==> src/rtl/wsbus_ctrl.sv <==
module wsbus_ctrl #(
  parameter int ADDR_W  = 24,
  parameter int DATA_W  = 16,
  parameter int BLK_LSB = 20,
  parameter int WS_W    = 2,
  parameter int IDLE_W  = 2
) (
  input  logic              clk,
  input  logic              rst_n,
  input  logic              cfg_we,
  input  logic              cfg_sel,
  input  logic [(1<<(ADDR_W-BLK_LSB-1))*WS_W-1:0] cfg_wdata,
  input  logic              req_valid,
  input  logic              req_we,
  input  logic [ADDR_W-1:0] req_addr,
  input  logic [DATA_W-1:0] req_wdata,
  output logic              req_done,
  output logic [DATA_W-1:0] rd_data,
  input  logic              xm_req,
  output logic              xm_gnt,
  output logic [ADDR_W-1:0] bus_addr,
  output logic [DATA_W-1:0] bus_wdata,
  input  logic [DATA_W-1:0] bus_rdata,
  output logic              bus_cs_n,
  output logic              bus_rd_n,
  output logic              bus_wr_n
);
  localparam int GRP_LSB = BLK_LSB + 1;
  localparam int GRP_W   = ADDR_W - GRP_LSB;
  localparam int NGRP    = 1 << GRP_W;
  localparam int MAP_W   = NGRP * WS_W;

  typedef enum logic [1:0] {ST_READY, ST_ACC, ST_REC, ST_HAND} st_t;

  st_t               st;
  logic [MAP_W-1:0]  wmap;
  logic [IDLE_W-1:0] idle_q, icnt;
  logic [WS_W-1:0]   wcnt;
  logic [ADDR_W-1:0] addr_q;
  logic [DATA_W-1:0] wdata_q;
  logic              we_q;
  logic [WS_W-1:0]   ws_tab [NGRP];
  logic [GRP_W-1:0]  grp;

  for (genvar g = 0; g < NGRP; g++) begin : g_tab
    assign ws_tab[g] = wmap[g*WS_W +: WS_W];
  end

  assign grp = req_addr[ADDR_W-1:GRP_LSB];

  always_ff @(posedge clk) begin
    if (!rst_n) begin
      st      <= ST_READY;
      wmap    <= '1;
      idle_q  <= '0;
      icnt    <= '0;
      wcnt    <= '0;
      addr_q  <= '0;
      wdata_q <= '0;
      we_q    <= 1'b0;
    end else begin
      if (cfg_we) begin
        if (cfg_sel) idle_q <= cfg_wdata[IDLE_W-1:0];
        else         wmap   <= cfg_wdata;
      end
      case (st)
        ST_READY:
          if (xm_req) st <= ST_HAND;
          else if (req_valid) begin
            st      <= ST_ACC;
            addr_q  <= req_addr;
            wdata_q <= req_wdata;
            we_q    <= req_we;
            wcnt    <= ws_tab[grp];
          end
        ST_ACC:
          if (wcnt != '0) wcnt <= wcnt - 1'b1;
          else if (idle_q != '0) begin
            st   <= ST_REC;
            icnt <= idle_q - 1'b1;
          end else st <= ST_READY;
        ST_REC:
          if (icnt == '0) st <= ST_READY;
          else icnt <= icnt - 1'b1;
        ST_HAND:
          if (!xm_req) st <= ST_READY;
        default: st <= ST_READY;
      endcase
    end
  end

  wire in_acc = (st == ST_ACC);

  assign bus_cs_n  = !in_acc;
  assign bus_rd_n  = !(in_acc && !we_q);
  assign bus_wr_n  = !(in_acc && we_q);
  assign req_done  = in_acc && (wcnt == '0);
  assign rd_data   = bus_rdata;
  assign xm_gnt    = (st == ST_HAND);
  assign bus_addr  = addr_q;
  assign bus_wdata = wdata_q;
endmodule

==> config.mk <==
export PLATFORM = sky130hd
export DESIGN_NAME = wsbus_ctrl
export DESIGN_NICKNAME = d
export VERILOG_FILES = /design/src/rtl/wsbus_ctrl.sv
export SDC_FILE = /design/constraint.sdc
export NUM_CORES = 1
export LEC_CHECK = 0
export CAP_MARGIN = 20
export CORE_ASPECT_RATIO = 0.7
export CORE_UTILIZATION = 42
export CTS_CLUSTER_SIZE = 10
export DETAILED_ROUTE_END_ITERATION = 16
export GPL_TIMING_DRIVEN = 0
export HOLD_SLACK_MARGIN = 0.12
export PLACE_DENSITY_LB_ADDON = 0.15
export SYNTH_ARGS = -nofsm -noshare
export SYNTH_HDL_FRONTEND = slang
export SYNTH_SLANG_ARGS = --single-unit
export TNS_END_PERCENT = 20
==> constraint.sdc <==
create_clock -name clk -period 3.3 [get_ports clk]
set_input_delay 0.33 -clock clk [delete_from_list [all_inputs] [get_ports clk]]
set_output_delay 0.33 -clock clk [all_outputs]
set_load 0.005 [all_outputs]
==> results.md <==
- Final min period: 2.31 ns
- FF-to-FF path depth: 5
- Final Hold Viols: 0
- Initial antenna violation count: 0
- Top Ports: 140
- Number of global-route vias before repair: 2342
- Metal1 wirelength: 3250 um
- Post-route DRC: 0
- Core Region: 0.00590 mm^2
- DP HPWL: 5310 um
- Cts bufs inserted: 9
- Drt pass-1 iters: 4
- # hold bufs at CTS: 0
- First-pass GRT wire length: 11000 um
- Max layer used: met4
- Starting Density: 0.449
- GPL Wtd Cong: 0.763
- Initial DRC Count: 116
- Most instantiated cells after synthesis: 123 x nand2_1, 65 x dfxtp_1, 47 x a21oi_1
- Worst R2R Setup Slack: 1.61 ns
- Hold Slack: 0.336 ns
- Vias per cell: 4.91
- PD cells: 443 mW/mm^2
- Max clock buf depth: 2
- Count of final setup violators: 0
- Synth Area per Inst: 7.88 um^2
- Synthesized net count: 416
- Ys flop type: dfxtp_1
- Number of nets still failing antenna checks after routing: 0
- GR Overflow Total: 0
- Register area share after synthesis: 0.491
- Crit path kind: reg -> out
- DIE AREA: 0.00663 mm^2
- Largest net degree at the start of global routing: 11
- Metal2 WL: 3180 um
- Clk_lat worst skew: 0.34 ns
- Setup total negative slack: 0 ns
- RSZ-0062 raised after global routing: no
- Slew margin rel.: 0.665
- Asr flop ratio synth: 0
- Top cell type's share of synthesized area: 0.491
- Cell area after synthesis: 0.00265 mm^2
- Clk_skew: 0.00680 ns
- Post-route clock period utilization: 0.701
- Sink Count: 65
- CTS tree: done
- Post-CTS setup buffer count: 0
- Synth area leader: dfxtp_1
- Crit end category: output pin
- WP data required: 2.97 ns
- # port buffers: 122
- Hold Path Depth: 3
- Routed len/inst: 12.8 um
- Die Width: 96.9 um
- EDFF count, synth: 0
- Unique masters post-synth: 34
- DR vias: 2693
- Met3 WL post-DR: 534 um
- Hold Crit Start: req_addr[22]
- # nets final: 549
- Critical Path AT: 1.98 ns
- Total Power: 0.00183 W
- Leak: 1.58 nW
- #FFs+latches synth: 65
- Number of diodes: 0
- Row count: 23
- DIE HEIGHT: 68.4 um
- Hold endpoint: bus_addr[22]$_SDFFE_PN0P_
- Clock Root Buffer: clkbuf_8
- Startpoint Class: register
- Post-CTS sizing: 0
- Syn. warnings: 0
- H-tree depth: 3
- Layout cell share with drive strength beyond 1: 0.0886
- Critical R2R Launch: st[1]$_SDFFE_PN0P_
- Hold Crit Class: in -> reg
- Total GRT Usage: 0.215
- Fin util: 0.701
- Clk slew on worst S/H paths: 0.07 ns
- Top post-synthesis cells by area: dfxtp_1 49%, nand2_1 17%, a21oi_1 8.9%
- Max Cap Viol: 0
- R2r endpoint: bus_addr[18]$_SDFFE_PN0P_
- Most frequent cell after synthesis: nand2_1
- Tightest Pin Transition: 0.502 ns
- DRT Wirelength: 7050 um
- Fmax: 0.432 GHz
- CP max FO: 10
- Peak VDD IR: 0.000343 V
- Slew Viols, Final: 0
- Status: completed
- Synth Instances: 336
- P&R area growth vs syn: 56.2%
-- flip-flops by register name, indices dropped and copies added (netlist names) --
register and cells:
bus_addr 24, bus_wdata 16, wmap 16, icnt 2, idle_q 2, st 2, wcnt 2, we_q 1
-- logic make-up (layout without fill, tap and decap cells) --
logic type      count (synthesis)  in the layout  synth area share
compound gates                 58             58             0.124
mux                             5              5            0.0331
buf+inv                        44            182            0.0879
fa+ha+maj                       1              1           0.00472
simple gates                  163            163             0.259
flops                          65             65             0.491
-- power by group --
part / internal (W) / total, W / leakage (nW) / switching (W)
clock: 0.000310 / 0.000601 / 0.0932 / 0.000291
sequential: 0.000835 / 0.000863 / 0.532 / 0.0000276
combinational: 0.000213 / 0.000368 / 0.958 / 0.000156
total: 0.00136 / 0.00183 / 1.58 / 0.000474
-- worst max-delay path by stage --
stage / slack (ns) / to / start / depth (start not counted)
2_1_floorplan: 1.86 / wcnt[0]$_SDFFE_PN0P_ / req_addr[22] / 5
3_3_place_gp: 1.20 / bus_wdata[15]$_SDFFE_PN0P_ / xm_req / 6
3_5_place_dp: 1.19 / bus_addr[13]$_SDFFE_PN0P_ / xm_req / 6
4_1_cts: 0.97 / bus_wr_n / st[0]$_SDFFE_PN0P_ / 4
5_1_grt: 0.82 / bus_wr_n / st[0]$_SDFFE_PN0P_ / 4
6_report: 0.99 / bus_wr_n / st[0]$_SDFFE_PN0P_ / 4
-- per-stage QoR --
stage	setup WS (ns)	instance area, um^2	std cells
after floorplan	1.86	2650	336
after global placement	1.20	3960	533
after detailed placement	1.19	3960	533
after CTS	0.973	4140	549
after global routing	0.816	4140	549
final	0.986	4140	549
-- final cells by class --
type	instances	area, um^2
fillers	495	1760
flip-flops and latches	65	1300
repair buffers	122	1220
multi-input cells	227	1110
plain buffers	38	210
clock buffers	13	159
well taps	75	93.8
inverters	6	22.5
clock inverters	3	15.0
-- cells in the final DEF, fill, tap and decap left out, types with 2 or more instances in the layout --
master and n:
buf_2 6, clkbuf_1 17, mux2i_1 2, clkinv_2 3
nor2b_1 3, inv_1 5, nand2_1 123, mux4_2 3
dfxtp_1 65, a21oi_1 47, clkdlybuf4s50_1 122, nor2_1 6
clkbuf_8 11, nand3_1 20, and3_1 3, nand2b_1 2
buf_4 16
-- routing by layer --
layer  vias up  GRT usage
li1       1355          -
met1      1224      0.266
met2       104      0.346
met3        10     0.0858
met4         0     0.0728
met5         -          0
-- worst max-delay path, cell delays in order (launching register included) --
cell	delay [ns]
dfxtp_1	0.38
clkbuf_1	0.32
nor2b_1	0.37
nand2_1	0.12
clkdlybuf4s50_1	0.46
Note: power is estimated with default switching activity, not from simulation.
